[src/rtl/gpio_drdy_pkg.sv]
package gpio_drdy_pkg;
  localparam int N_PINS  = 2;
  localparam int REG_W   = 16;
  localparam int DIR_LSB = 0;
  localparam int LVL_LSB = 8;
  localparam int MSC_SEL = 0;
  localparam int MSC_POL = 1;
  localparam int MSC_EN  = 2;

  typedef struct packed {
    logic en;
    logic pol;
    logic sel;
  } drdy_cfg_t;
endpackage

[src/rtl/gpio_in_sync.sv]
module gpio_in_sync #(
  parameter int N = 2
) (
  input  logic         clk_i,
  input  logic         rst_ni,
  input  logic [N-1:0] d_i,
  output logic [N-1:0] q_o
);
  for (genvar g = 0; g < N; g++) begin : g_pin
    logic s0_q, s1_q;
    always_ff @(posedge clk_i or negedge rst_ni) begin
      if (!rst_ni) begin
        s0_q <= 1'b0;
        s1_q <= 1'b0;
      end else begin
        s0_q <= d_i[g];
        s1_q <= s0_q;
      end
    end
    assign q_o[g] = s1_q;
  end
endmodule

[src/rtl/gpio_regs.sv]
module gpio_regs
  import gpio_drdy_pkg::*;
#(
  parameter int          ADDR_W    = 4,
  parameter logic [ADDR_W-1:0] GPIO_ADDR = 'd0,
  parameter logic [ADDR_W-1:0] MISC_ADDR = 'd1
) (
  input  logic              clk_i,
  input  logic              rst_ni,
  input  logic [ADDR_W-1:0] addr_i,
  input  logic [REG_W-1:0]  wdata_i,
  input  logic              we_i,
  input  logic [N_PINS-1:0] pad_sync_i,
  output logic [REG_W-1:0]  rdata_o,
  output logic [N_PINS-1:0] dir_o,
  output logic [N_PINS-1:0] lvl_o,
  output drdy_cfg_t         cfg_o
);
  logic [N_PINS-1:0] dir_q, lvl_q;
  drdy_cfg_t         cfg_q;

  wire wr_gpio = we_i && (addr_i == GPIO_ADDR);
  wire wr_misc = we_i && (addr_i == MISC_ADDR);

  always_ff @(posedge clk_i or negedge rst_ni) begin
    if (!rst_ni) begin
      dir_q <= '0;
      lvl_q <= '0;
      cfg_q <= '0;
    end else begin
      if (wr_gpio) begin
        dir_q <= wdata_i[DIR_LSB +: N_PINS];
        lvl_q <= wdata_i[LVL_LSB +: N_PINS];
      end
      if (wr_misc) begin
        cfg_q.en  <= wdata_i[MSC_EN];
        cfg_q.pol <= wdata_i[MSC_POL];
        cfg_q.sel <= wdata_i[MSC_SEL];
      end
    end
  end

  always_comb begin
    rdata_o = '0;
    if (addr_i == GPIO_ADDR) begin
      for (int i = 0; i < N_PINS; i++) begin
        rdata_o[DIR_LSB+i] = dir_q[i];
        rdata_o[LVL_LSB+i] = dir_q[i] ? lvl_q[i] : pad_sync_i[i];
      end
    end else if (addr_i == MISC_ADDR) begin
      rdata_o[MSC_EN]  = cfg_q.en;
      rdata_o[MSC_POL] = cfg_q.pol;
      rdata_o[MSC_SEL] = cfg_q.sel;
    end
  end

  assign dir_o = dir_q;
  assign lvl_o = lvl_q;
  assign cfg_o = cfg_q;

  p_hold_r11: assert property (@(posedge clk_i) disable iff (!rst_ni)
    !we_i |=> ($stable(dir_q) && $stable(lvl_q) && $stable(cfg_q)));
  p_foreign_addr_r5: assert property (@(posedge clk_i) disable iff (!rst_ni)
    (addr_i != GPIO_ADDR && addr_i != MISC_ADDR) |=> ($stable(dir_q) && $stable(lvl_q) && $stable(cfg_q)));
  p_unused_zero_r5: assert property (@(posedge clk_i) disable iff (!rst_ni)
    rdata_o[REG_W-1:LVL_LSB+N_PINS] == '0);
endmodule

[src/rtl/drdy_strobe.sv]
module drdy_strobe #(
  parameter int PERIOD_CYCLES = 1000
) (
  input  logic clk_i,
  input  logic rst_ni,
  input  logic tick_i,
  output logic active_o
);
  localparam int PULSE_CYCLES = PERIOD_CYCLES / 5;
  localparam int CNT_W        = $clog2(PULSE_CYCLES + 1);
  localparam logic [CNT_W-1:0] PULSE_LD = CNT_W'(PULSE_CYCLES);

  logic [CNT_W-1:0] cnt_q;

  always_ff @(posedge clk_i or negedge rst_ni) begin
    if (!rst_ni)             cnt_q <= '0;
    else if (tick_i)         cnt_q <= PULSE_LD;
    else if (cnt_q != '0)    cnt_q <= cnt_q - 1'b1;
  end

  assign active_o = (cnt_q != '0);

  p_tick_start_r8: assert property (@(posedge clk_i) disable iff (!rst_ni)
    tick_i |=> active_o);
  p_idle_stays_r8: assert property (@(posedge clk_i) disable iff (!rst_ni)
    (!tick_i && !active_o) |=> !active_o);
  p_cnt_bound_r8: assert property (@(posedge clk_i) disable iff (!rst_ni)
    cnt_q <= PULSE_LD);
endmodule

[src/rtl/gpio_pad_mux.sv]
module gpio_pad_mux
  import gpio_drdy_pkg::*;
(
  input  logic [N_PINS-1:0] dir_i,
  input  logic [N_PINS-1:0] lvl_i,
  input  drdy_cfg_t         cfg_i,
  input  logic              strobe_i,
  output logic [N_PINS-1:0] pad_o,
  output logic [N_PINS-1:0] pad_oe_o
);
  wire strobe_lvl = cfg_i.pol ? strobe_i : ~strobe_i;

  for (genvar g = 0; g < N_PINS; g++) begin : g_pad
    wire own = cfg_i.en && (cfg_i.sel == 1'(g));
    assign pad_oe_o[g] = own | dir_i[g];
    assign pad_o[g]    = own ? strobe_lvl : (dir_i[g] & lvl_i[g]);
  end
endmodule

[src/rtl/gpio_drdy_ctrl.sv]
module gpio_drdy_ctrl
  import gpio_drdy_pkg::*;
#(
  parameter int                ADDR_W        = 4,
  parameter logic [ADDR_W-1:0] GPIO_ADDR     = 'd0,
  parameter logic [ADDR_W-1:0] MISC_ADDR     = 'd1,
  parameter int                PERIOD_CYCLES = 1000
) (
  input  logic              clk_i,
  input  logic              rst_ni,
  input  logic [ADDR_W-1:0] addr_i,
  input  logic [15:0]       wdata_i,
  input  logic              we_i,
  output logic [15:0]       rdata_o,
  input  logic              sample_tick_i,
  input  logic [1:0]        pad_i,
  output logic [1:0]        pad_o,
  output logic [1:0]        pad_oe_o
);
  logic [N_PINS-1:0] pad_sync, dir, lvl;
  drdy_cfg_t         cfg;
  logic              strobe;

  gpio_in_sync #(.N(N_PINS)) u_sync (
    .clk_i(clk_i), .rst_ni(rst_ni), .d_i(pad_i), .q_o(pad_sync)
  );

  gpio_regs #(.ADDR_W(ADDR_W), .GPIO_ADDR(GPIO_ADDR), .MISC_ADDR(MISC_ADDR)) u_regs (
    .clk_i(clk_i), .rst_ni(rst_ni), .addr_i(addr_i), .wdata_i(wdata_i),
    .we_i(we_i), .pad_sync_i(pad_sync), .rdata_o(rdata_o),
    .dir_o(dir), .lvl_o(lvl), .cfg_o(cfg)
  );

  drdy_strobe #(.PERIOD_CYCLES(PERIOD_CYCLES)) u_strobe (
    .clk_i(clk_i), .rst_ni(rst_ni), .tick_i(sample_tick_i), .active_o(strobe)
  );

  gpio_pad_mux u_mux (
    .dir_i(dir), .lvl_i(lvl), .cfg_i(cfg), .strobe_i(strobe),
    .pad_o(pad_o), .pad_oe_o(pad_oe_o)
  );

  p_owns_line1_r7: assert property (@(posedge clk_i) disable iff (!rst_ni)
    (cfg.en && !cfg.sel) |-> (pad_oe_o[0] && pad_oe_o[1] == dir[1]));
  p_owns_line2_r7: assert property (@(posedge clk_i) disable iff (!rst_ni)
    (cfg.en && cfg.sel) |-> (pad_oe_o[1] && pad_oe_o[0] == dir[0]));
  p_gpio_oe_r2: assert property (@(posedge clk_i) disable iff (!rst_ni)
    !cfg.en |-> (pad_oe_o == dir));
endmodule

[config.mk]
export PLATFORM = sky130hd
export DESIGN_NAME = gpio_drdy_ctrl
export DESIGN_NICKNAME = d
export VERILOG_FILES = /design/src/rtl/gpio_drdy_pkg.sv /design/src/rtl/gpio_in_sync.sv /design/src/rtl/gpio_regs.sv /design/src/rtl/drdy_strobe.sv /design/src/rtl/gpio_pad_mux.sv /design/src/rtl/gpio_drdy_ctrl.sv
export SDC_FILE = /design/constraint.sdc
export NUM_CORES = 1
export LEC_CHECK = 0
export BUFFER_PORTS_ARGS = -buffer_cell sky130_fd_sc_hd__clkbuf_2
export CAP_MARGIN = 30
export CORE_MARGIN = 4
export CORE_UTILIZATION = 46
export DETAILED_ROUTE_END_ITERATION = 12
export PLACE_DENSITY = 0.81
export REMOVE_ABC_BUFFERS = 1
export SLEW_MARGIN = 20
export SYNTH_ARGS = -nofsm -noshare
export SYNTH_HDL_FRONTEND = slang
export SYNTH_SLANG_ARGS = --single-unit
[constraint.sdc]
create_clock -name clk_i -period 2.12 [get_ports clk_i]
set_input_delay 0.424 -clock clk_i [delete_from_list [all_inputs] [get_ports clk_i]]
set_output_delay 0.424 -clock clk_i [all_outputs]
set_load 0.02 [all_outputs]
=== Word-level counts from Yosys, hierarchy flattened ===
Cells that the tools add are included.

* Bits in registers: 19
* Input bits: 26

* Add/subtract/negate cells: 1
* Equal/unequal tests: 1
* Muxes and demuxes: 11
* Bitwise gates (word level): 6
* Reduce and logical (&&, ||, !) cells: 7

{| class="wikitable"
|+ Operators with widths
! kind !! number
|-
| two-way mux 8 bit || 2
|-
| nonzero test 8 bit || 1
|-
| subtractor 8 x 1 -> 8 bit, second input constant || 1
|-
| two-way mux 1 bit || 6
|-
| == test 4 x 1 -> 1 bit, second input constant || 1
|-
| logical AND 1 bit || 4
|-
| logical NOT 4 bit || 1
|-
| two-way mux 2 bit || 2
|-
| two-way mux 3 bit || 1
|-
| bitwise AND 1 bit || 2
|-
| NOT 1 bit || 2
|-
| OR 1 bit || 2
|-
| nonzero test 2 bit || 1
|}

=== Logic depth before layout (Yosys ltp) ===
Gate-level depths: netlist of the first run.

* Depth after elaboration: 4
* Mapped depth: 5

=== Modules after synthesis ===
A second synthesis of the first run with hierarchy kept.

* Cell total of the unflattened synthesis: 103
* Area total of the unflattened synthesis: 1094.8 µm²

{| class="wikitable"
|+ By module, submodules not included
! module !! times used !! cells each !! area each (µm²) !! seq. area each (µm²)
|-
| drdy_strobe || 1 || 48 || 473.0 || 200.2
|-
| gpio_regs || 1 || 40 || 437.9 || 175.2
|-
| gpio_in_sync || 1 || 6 || 115.1 || 100.1
|-
| gpio_pad_mux || 1 || 9 || 68.8 || 0.0
|}

=== Worst setup path after synthesis of the first run ===
Ideal clock, no wire load.

* Path type: register to output
* From: register u_strobe.cnt_q[0]
* To: output pad_o[0]
* Arrival time: 1.640 ns
* Required time: 1.696 ns
* Setup slack: 0.056 ns
* Stages on the path, launching flop included: 6
* Buffers on the path: 0
* Cells stage by stage: dfrtp_1 inv_1 ha_1 or4b_4 nor3_1 o31a_1

* Word-level cells in the longest chain between the ends: 4

{| class="wikitable"
|+ RTL lines
! element !! RTL line !! RTL
|-
| start, declared || drdy_strobe.sv:13 || <nowiki>logic [CNT_W-1:0] cnt_q;</nowiki>
|-
| start signal, assigned || drdy_strobe.sv:18 || <nowiki>else if (cnt_q != '0) cnt_q <= cnt_q - 1'b1;</nowiki>
|-
| nonzero test 8 bit (*) || drdy_strobe.sv:21 || <nowiki>assign active_o = (cnt_q != '0);</nowiki>
|-
| NOT 1 bit || gpio_pad_mux.sv:11 || <nowiki>wire strobe_lvl = cfg_i.pol ? strobe_i : ~strobe_i;</nowiki>
|-
| two-way mux 1 bit (*) || gpio_pad_mux.sv:11 ||
|-
| two-way mux 1 bit (*) || gpio_pad_mux.sv:16 || <nowiki>assign pad_o[g] = own ? strobe_lvl : (dir_i[g] & lvl_i[g]);</nowiki>
|-
| end, declared || gpio_drdy_ctrl.sv:17 || <nowiki>output logic [1:0] pad_o,</nowiki>
|}

Every way passes the cells marked *; elsewhere a longest branch is shown, timed or not.

=== Final worst setup path of the first run ===
Ends and elaborated chain as after synthesis.

==> flow_metrics.env, run 1 <==
export IMPL_diodes=0
export IMPL_crit_chain="inv_2 -> ha_4 -> or4b_4 -> nor3_4 -> o31a_1 -> clkbuf_8"
export IMPL_slowest_delay_ps=480
export IMPL_hold_viol=0
export IMPL_power_share_combinational_pct=34.3
export IMPL_seqPwrFrac_pct=46.6
export IMPL_arrival_ps=1860
export IMPL_insertion_delay_ps=310
export IMPL_fmax_mhz=438.6
export IMPL_cp_end_kind="output port"
export IMPL_synth_seq_cells=19
export IMPL_start_kind="flop"
export IMPL_grt_max_degree=20
export IMPL_cts_tree="yes"
export IMPL_cts_clk_slew_worst_paths_ps=120
export IMPL_die_h_um=55.80
export IMPL_drive_above_1_share_pct=39.86
export IMPL_setup_tns_ps=-313.5
export IMPL_fillCellCount=170
export IMPL_skew_ps=12.19
export IMPL_initial_core_util_pct=47.97
export IMPL_wl_um=2305
export IMPL_grt_pass1_wl_um=3829
export IMPL_pin_count=46
export IMPL_yosys_warnings=0
export IMPL_dieArea_sq_um=3114
export IMPL_hp_class="input pin to async pin"
export IMPL_fin_ws_ps=-159.7
export IMPL_wl_per_cell_um=13.89
export IMPL_cts_hold_buf=0
export IMPL_drt_initial_drc_count=27
export IMPL_ys_types=30
export IMPL_async_flop_share_pct=100.0
export IMPL_dr_pass1_iters=4
export IMPL_netlist_area_leader_share_pct=45.24
export IMPL_rsz0062_at_grt="true"
export IMPL_p_int_uw=642.9
export IMPL_finalCriticalPeriod_ps=2280
export IMPL_io_buffers=23
export IMPL_clockBufferDepth=2
export IMPL_ant_nets=0
export IMPL_numClockSinks=19
export IMPL_synth_top_cells_by_count="19 x dfrtp_1, 11 x buf_4, 8 x nand2_1"
export IMPL_pwr_share_clk_pct=19.1
export IMPL_synth_area_top_cells="dfrtp_1 45%, buf_4 7.9%, mux2_2 7.5%, nand2b_1 3.6%, nand2_1 2.9%"
export IMPL_crit_fanout=2
export IMPL_routabilityCongestion=0.8425
export IMPL_rows=17
export IMPL_antenna_found_initial=0
export IMPL_p_sw_uw=336.0
export IMPL_drc=0
export IMPL_critPathRequiredTime_ps=1700
export IMPL_timing_final_crit_share_pct=107.5
export IMPL_cts_buffers=3
export IMPL_avgSynthCellArea_sq_um=10.30
export IMPL_utilization_pct=59.91
export IMPL_cts_max_level=1
export IMPL_ys_seq_area_share_pct=45.24
export IMPL_status="complete, but fails checks"
export IMPL_area_growth_pct=24.88
export IMPL_synth_most_common_cell="dfrtp_1"
export IMPL_synthesis_area_sq_um=1051
export IMPL_vdd_ir_drop_max_mv=0.4646
export IMPL_coreArea_sq_um=2191
export IMPL_avgViaCountPerCell=5.259
export IMPL_synth_enable_flop_cells=0
export IMPL_maxCapViolCount=0
export IMPL_die_x_um=55.80
export IMPL_netlist_instances=102
export IMPL_track_usage_pct=15.97
export IMPL_setup_viol=2
export IMPL_nNetsFinal=166
export IMPL_grt_remaining_overflow=0
export IMPL_hpwl_um=1736
export IMPL_num_vias=873
export IMPL_grt_pass1_vias=886
export IMPL_leakagePower_nw=0.6088
export IMPL_drv_slew=0
export IMPL_root_buffer="clkbuf_4"
export IMPL_ys_flop_type="dfrtp_1"
export IMPL_power_density_nw_per_um2=745.8
export IMPL_violations="negative setup slack"
export IMPL_critPathKind="flop to output port"
export IMPL_cpMaxStageDelayCell="or4b_4"
export IMPL_switching_share_pct=34.32
export IMPL_synth_top_area_cell="dfrtp_1"
[power groups by stage]
stage	sequential, mW	clock [mW]	combinational (mW)
after floorplan	0.453	0	0.190
after global placement	0.456	0	0.283
after detailed placement	0.460	0	0.295
after CTS	0.456	0.201	0.331
after global routing	0.464	0.214	0.364
final	0.456	0.187	0.335
[critical path, delay by kind of cell (launching register included)]
| kind | cells | cell delay (ps) |
|---|---|---|
| DFF | 1 | 400 |
| and+or+nand+nor | 2 | 630 |
| adders and majority gates | 1 | 140 |
| AOI/OAI and AO/OA | 1 | 150 |
| buffers and inverters | 2 | 230 |
[final timing paths]
kind / startpoint / to / slack (ps) / cells after the start
hold / removal: rst_ni / u_regs.cfg_o[2] / 40 / 1
min in group clk_i: pad_i[0] / u_sync.g_pin[0].s0_q / 210 / 1
hold reg to reg: u_sync.g_pin[1].s0_q / u_sync.g_pin[1].s1_q / 360 / 0
max in group asynchronous: rst_ni / u_strobe.cnt_q[5] / 1740 / 1
setup reg to reg: u_strobe.cnt_q[0] / u_strobe.cnt_q[4] / 400 / 6
setup / recovery: u_strobe.cnt_q[0] / pad_o[0] / -160 / 6
[timing repair]
| item | in CTS | in global routing |
|---|---|---|
| pin swaps | 3 | 0 |
| setup endpoints to repair | 2 | 2 |
| gates resized for setup | 13 | 0 |
| buffers inserted | 1 | 0 |
[area by class of cell]
class	count	area [sq um]	share of cell area (%)
clock inverter	1	5.005	0.3813
multi-input combinational	77	548.0	41.75
sequential	19	475.5	36.22
tap	28	35.03	2.669
timing repair buffer	33	207.7	15.82
clock buffer	3	22.52	1.716
inverter	5	18.77	1.430
[per-stage QoR]
| step | instance area, sq um | std cells | setup WS (ps) | power, mW | hold slack (ps) |
|---|---|---|---|---|---|
| 2_1_floorplan | 1006 | 101 | 55.99 | 0.6424 | 128.4 |
| 3_3_place_gp | 1224 | 161 | 18.61 | 0.7388 | 332.0 |
| 3_5_place_dp | 1224 | 161 | -51.12 | 0.7545 | 335.5 |
| 4_1_cts | 1313 | 166 | -175.4 | 0.9873 | 45.83 |
| 5_1_grt | 1313 | 166 | -250.8 | 1.042 | 65.21 |
| 6_report | 1313 | 166 | -159.7 | 0.9789 | 41.21 |
[cells by family after synthesis]
| family | Yosys count | synth area share [%] |
|---|---|---|
| and+or+nand+nor | 38 | 22.26 |
| other | 1 | 0.3568 |
| AOI/OAI and AO/OA | 18 | 11.90 |
| buffers and inverters | 16 | 9.643 |
| muxes | 9 | 9.405 |
| DFF | 19 | 45.24 |
| adders and majority gates | 1 | 1.190 |
[placed cells by master (no fill, tap or decap), types with 3 or more instances in the layout]
cell	count
a21oi_1	5
nand2b_1	6
clkbuf_4	3
mux2_2	7
nand3_1	3
clkbuf_2	21
nand2_1	8
conb_1	11
dfrtp_1	19
nor3_1	3
o21ai_0	4
buf_4	10
or4_1	3
inv_1	3
nor4_1	3
[state kept, by name, indices dropped and copies added (netlist names)]
name and count:
u_regs.cfg_o 3, u_regs.dir_o 2, u_regs.lvl_o 2, u_strobe.cnt_q 8, u_sync.g_pin.s0_q 2, u_sync.g_pin.s1_q 2
[metal layers]
| layer | vias up | track usage (%) | routed length (um) |
|---|---|---|---|
| met5 | - | 0 | 0 |
| met4 | 0 | 12.85 | 102 |
| met3 | 9 | 3.016 | 136 |
| met2 | 35 | 28.89 | 1191 |
| met1 | 409 | 15.59 | 875 |
| li1 | 420 | - | - |
Note: power is estimated with default switching activity, not from simulation.
==> inputs of run 2 (changes only) <==
--- a/config.mk
+++ b/config.mk
@@ -7,6 +7,7 @@
 export LEC_CHECK = 0
 export BUFFER_PORTS_ARGS = -buffer_cell sky130_fd_sc_hd__clkbuf_2
 export CAP_MARGIN = 30
+export CORE_ASPECT_RATIO = 1.5
 export CORE_MARGIN = 4
 export CORE_UTILIZATION = 46
 export DETAILED_ROUTE_END_ITERATION = 12
==> run 2 against run 1 <==
Against the previous run:
- cell count fell by 3.6%
- the run still ends with negative setup slack left
- critical endpoint is now pad_o[1]
- clock-buffer cell count unchanged
- global-route usage fell by 0.13 points
- largest cell class unchanged
- design area fell by 0.57%
- first-iteration DRC count decreased by 59%
- via count grew 1.3%
- worst hold slack better by 19 ps
- non-clock buffer count unchanged
- sequential power is essentially flat
==> flow_metrics.env, run 2 (synthesis results as in run 1) <==
export IMPL_hp_class="input pin to async pin"
export IMPL_final_common_cell="clkbuf_2"
export IMPL_utilization_pct=62.08
export IMPL_r2r_start="u_strobe.cnt_q[0]"
export IMPL_grt_pass1_wl_um=3574
export IMPL_cpMaxStageDelayCell="or4b_4"
export IMPL_slowest_delay_ps=480
export IMPL_diodes=0
export IMPL_reg2reg_slack_ps=340
export IMPL_cp_num_buf_inv=2
export IMPL_num_vias=884
export IMPL_drc=0
export IMPL_rsz0062_at_grt="true"
export IMPL_die_x_um=47.03
export IMPL_wl_met2_um=1271
export IMPL_cts_hold_buf=0
export IMPL_multi_input_area_sq_um=548.0
export IMPL_cts_max_level=1
export IMPL_track_usage_pct=15.84
export IMPL_hold_viol=0
export IMPL_wl_um=2322
export IMPL_vdd_ir_drop_max_mv=0.4320
export IMPL_regArea_sq_um=475.5
export IMPL_hpwl_um=1747
export IMPL_leakagePower_nw=0.6081
export IMPL_drv_slew=0
export IMPL_nNetsFinal=166
export IMPL_rr_worst_depth=6
export IMPL_io_buffers=23
export IMPL_wl_met1_um=885
export IMPL_arrival_ps=1860
export IMPL_critPathRequiredTime_ps=1700
export IMPL_routabilityCongestion=0.7802
export IMPL_clockBufferDepth=2
export IMPL_met3WireLength_um=115
export IMPL_r2r_end="u_strobe.cnt_q[7]"
export IMPL_critPathKind="flop to output port"
export IMPL_coreArea_sq_um=2102
export IMPL_drt_initial_drc_count=11
export IMPL_die_h_um=66.54
export IMPL_cp_end_kind="output port"
export IMPL_area_growth_pct=24.17
export IMPL_cpLargestDelayFamily="simple AND/OR/NAND/NOR gates"
export IMPL_ant_nets=0
export IMPL_skew_ps=2.253
export IMPL_design_power_total_uw=960.6
export IMPL_fmax_mhz=437.3
export IMPL_top_register="u_strobe.cnt_q"
export IMPL_numClockSinks=19
export IMPL_setup_viol=2
export IMPL_cts_buffers=3
export IMPL_status="complete, but fails checks"
export IMPL_dieArea_sq_um=3129
export IMPL_most_common_layout_cells="21 x clkbuf_2, 19 x dfrtp_1, 11 x conb_1"
export IMPL_fillCellCount=174
export IMPL_maxCapViolCount=0
export IMPL_grt_remaining_overflow=0
export IMPL_drive_above_1_share_pct=39.86
export IMPL_antenna_found_initial=0
export IMPL_crit_fanout=2
export IMPL_highest_layer="met4"
export IMPL_cts_clk_slew_worst_paths_ps=100
export IMPL_timing_final_crit_share_pct=107.9
export IMPL_wl_per_cell_um=14.51
export IMPL_power_density_nw_per_um2=736.1
export IMPL_fin_ws_ps=-166.8
export IMPL_violations="negative setup slack"
export IMPL_pin_count=46
export IMPL_initial_core_util_pct=50.00
export IMPL_grt_pass1_vias=856
export IMPL_start_kind="flop"
export IMPL_insertion_delay_ps=290
export IMPL_dr_pass1_iters=3
export IMPL_grt_max_degree=20
export IMPL_avgViaCountPerCell=5.525
export IMPL_rows=20
export IMPL_finalCriticalPeriod_ps=2287
export IMPL_root_buffer="clkbuf_4"
export IMPL_crit_chain="inv_2 -> ha_4 -> or4b_4 -> nor3_4 -> o31a_1 -> clkbuf_8"
export IMPL_largest_register_ffs=8
export IMPL_cts_tree="yes"
run 2: cell counts in the layout (fill, tap and decap cells not counted):
No cell type changed its count.
run 2: report_power, final:
| group | switching [mW] | internal [mW] | leakage [nW] | total (mW) |
|---|---|---|---|---|
| clock | 0.107 | 0.0702 | 0.0177 | 0.177 |
| combinational | 0.168 | 0.157 | 0.364 | 0.325 |
| sequential | 0.0471 | 0.411 | 0.226 | 0.458 |
run 2: worst max-delay path by stage:
| stage | start | endpoint | slack [ps] | cells after the start |
|---|---|---|---|---|
| 2_1_floorplan | u_strobe.cnt_q[0] | pad_o[0] | 60 | 5 |
| 3_3_place_gp | u_strobe.cnt_q[0] | pad_o[0] | 60 | 6 |
| 3_5_place_dp | u_strobe.cnt_q[0] | pad_o[0] | 50 | 6 |
| 4_1_cts | u_strobe.cnt_q[1] | pad_o[1] | -150 | 6 |
| 5_1_grt | u_strobe.cnt_q[1] | pad_o[1] | -230 | 6 |
| 6_report | u_strobe.cnt_q[0] | pad_o[1] | -170 | 6 |
run 2: timing repair:
action                     in CTS  in global routing
gates resized for setup        12                  1
setup endpoints to repair       2                  2
pin swaps                       4                  3
buffers inserted                2                  1
run 2: metrics by stage:
stage	setup WS (ps)	setup TNS (ps)	hold slack [ps]	instances	area [sq um]
4_1_cts	-149.2	-278.6	65.96	159	1294
2_1_floorplan	55.99	0	128.4	101	1006
6_report	-166.8	-326.1	59.75	160	1305
3_3_place_gp	64.78	0	331.6	153	1201
5_1_grt	-228.7	-454.6	86.49	160	1305
3_5_place_dp	52.83	0	344.0	153	1201
run 2: layout make-up:
type / count / area share (%)
Multi-Input combinational cell: 77 / 41.99
Sequential cell: 19 / 36.43
Timing Repair Buffer: 33 / 15.92
Tap cell: 22 / 2.109
Clock buffer: 3 / 1.726
Inverter: 5 / 1.438
Clock inverter: 1 / 0.3835
run 2: per-layer routing:
| layer | vias up | global-route usage (%) |
|---|---|---|
| met5 | - | 0 |
| li1 | 424 | - |
| met1 | 427 | 17.15 |
| met2 | 27 | 27.38 |
| met4 | 0 | 8.304 |
| met3 | 6 | 3.243 |
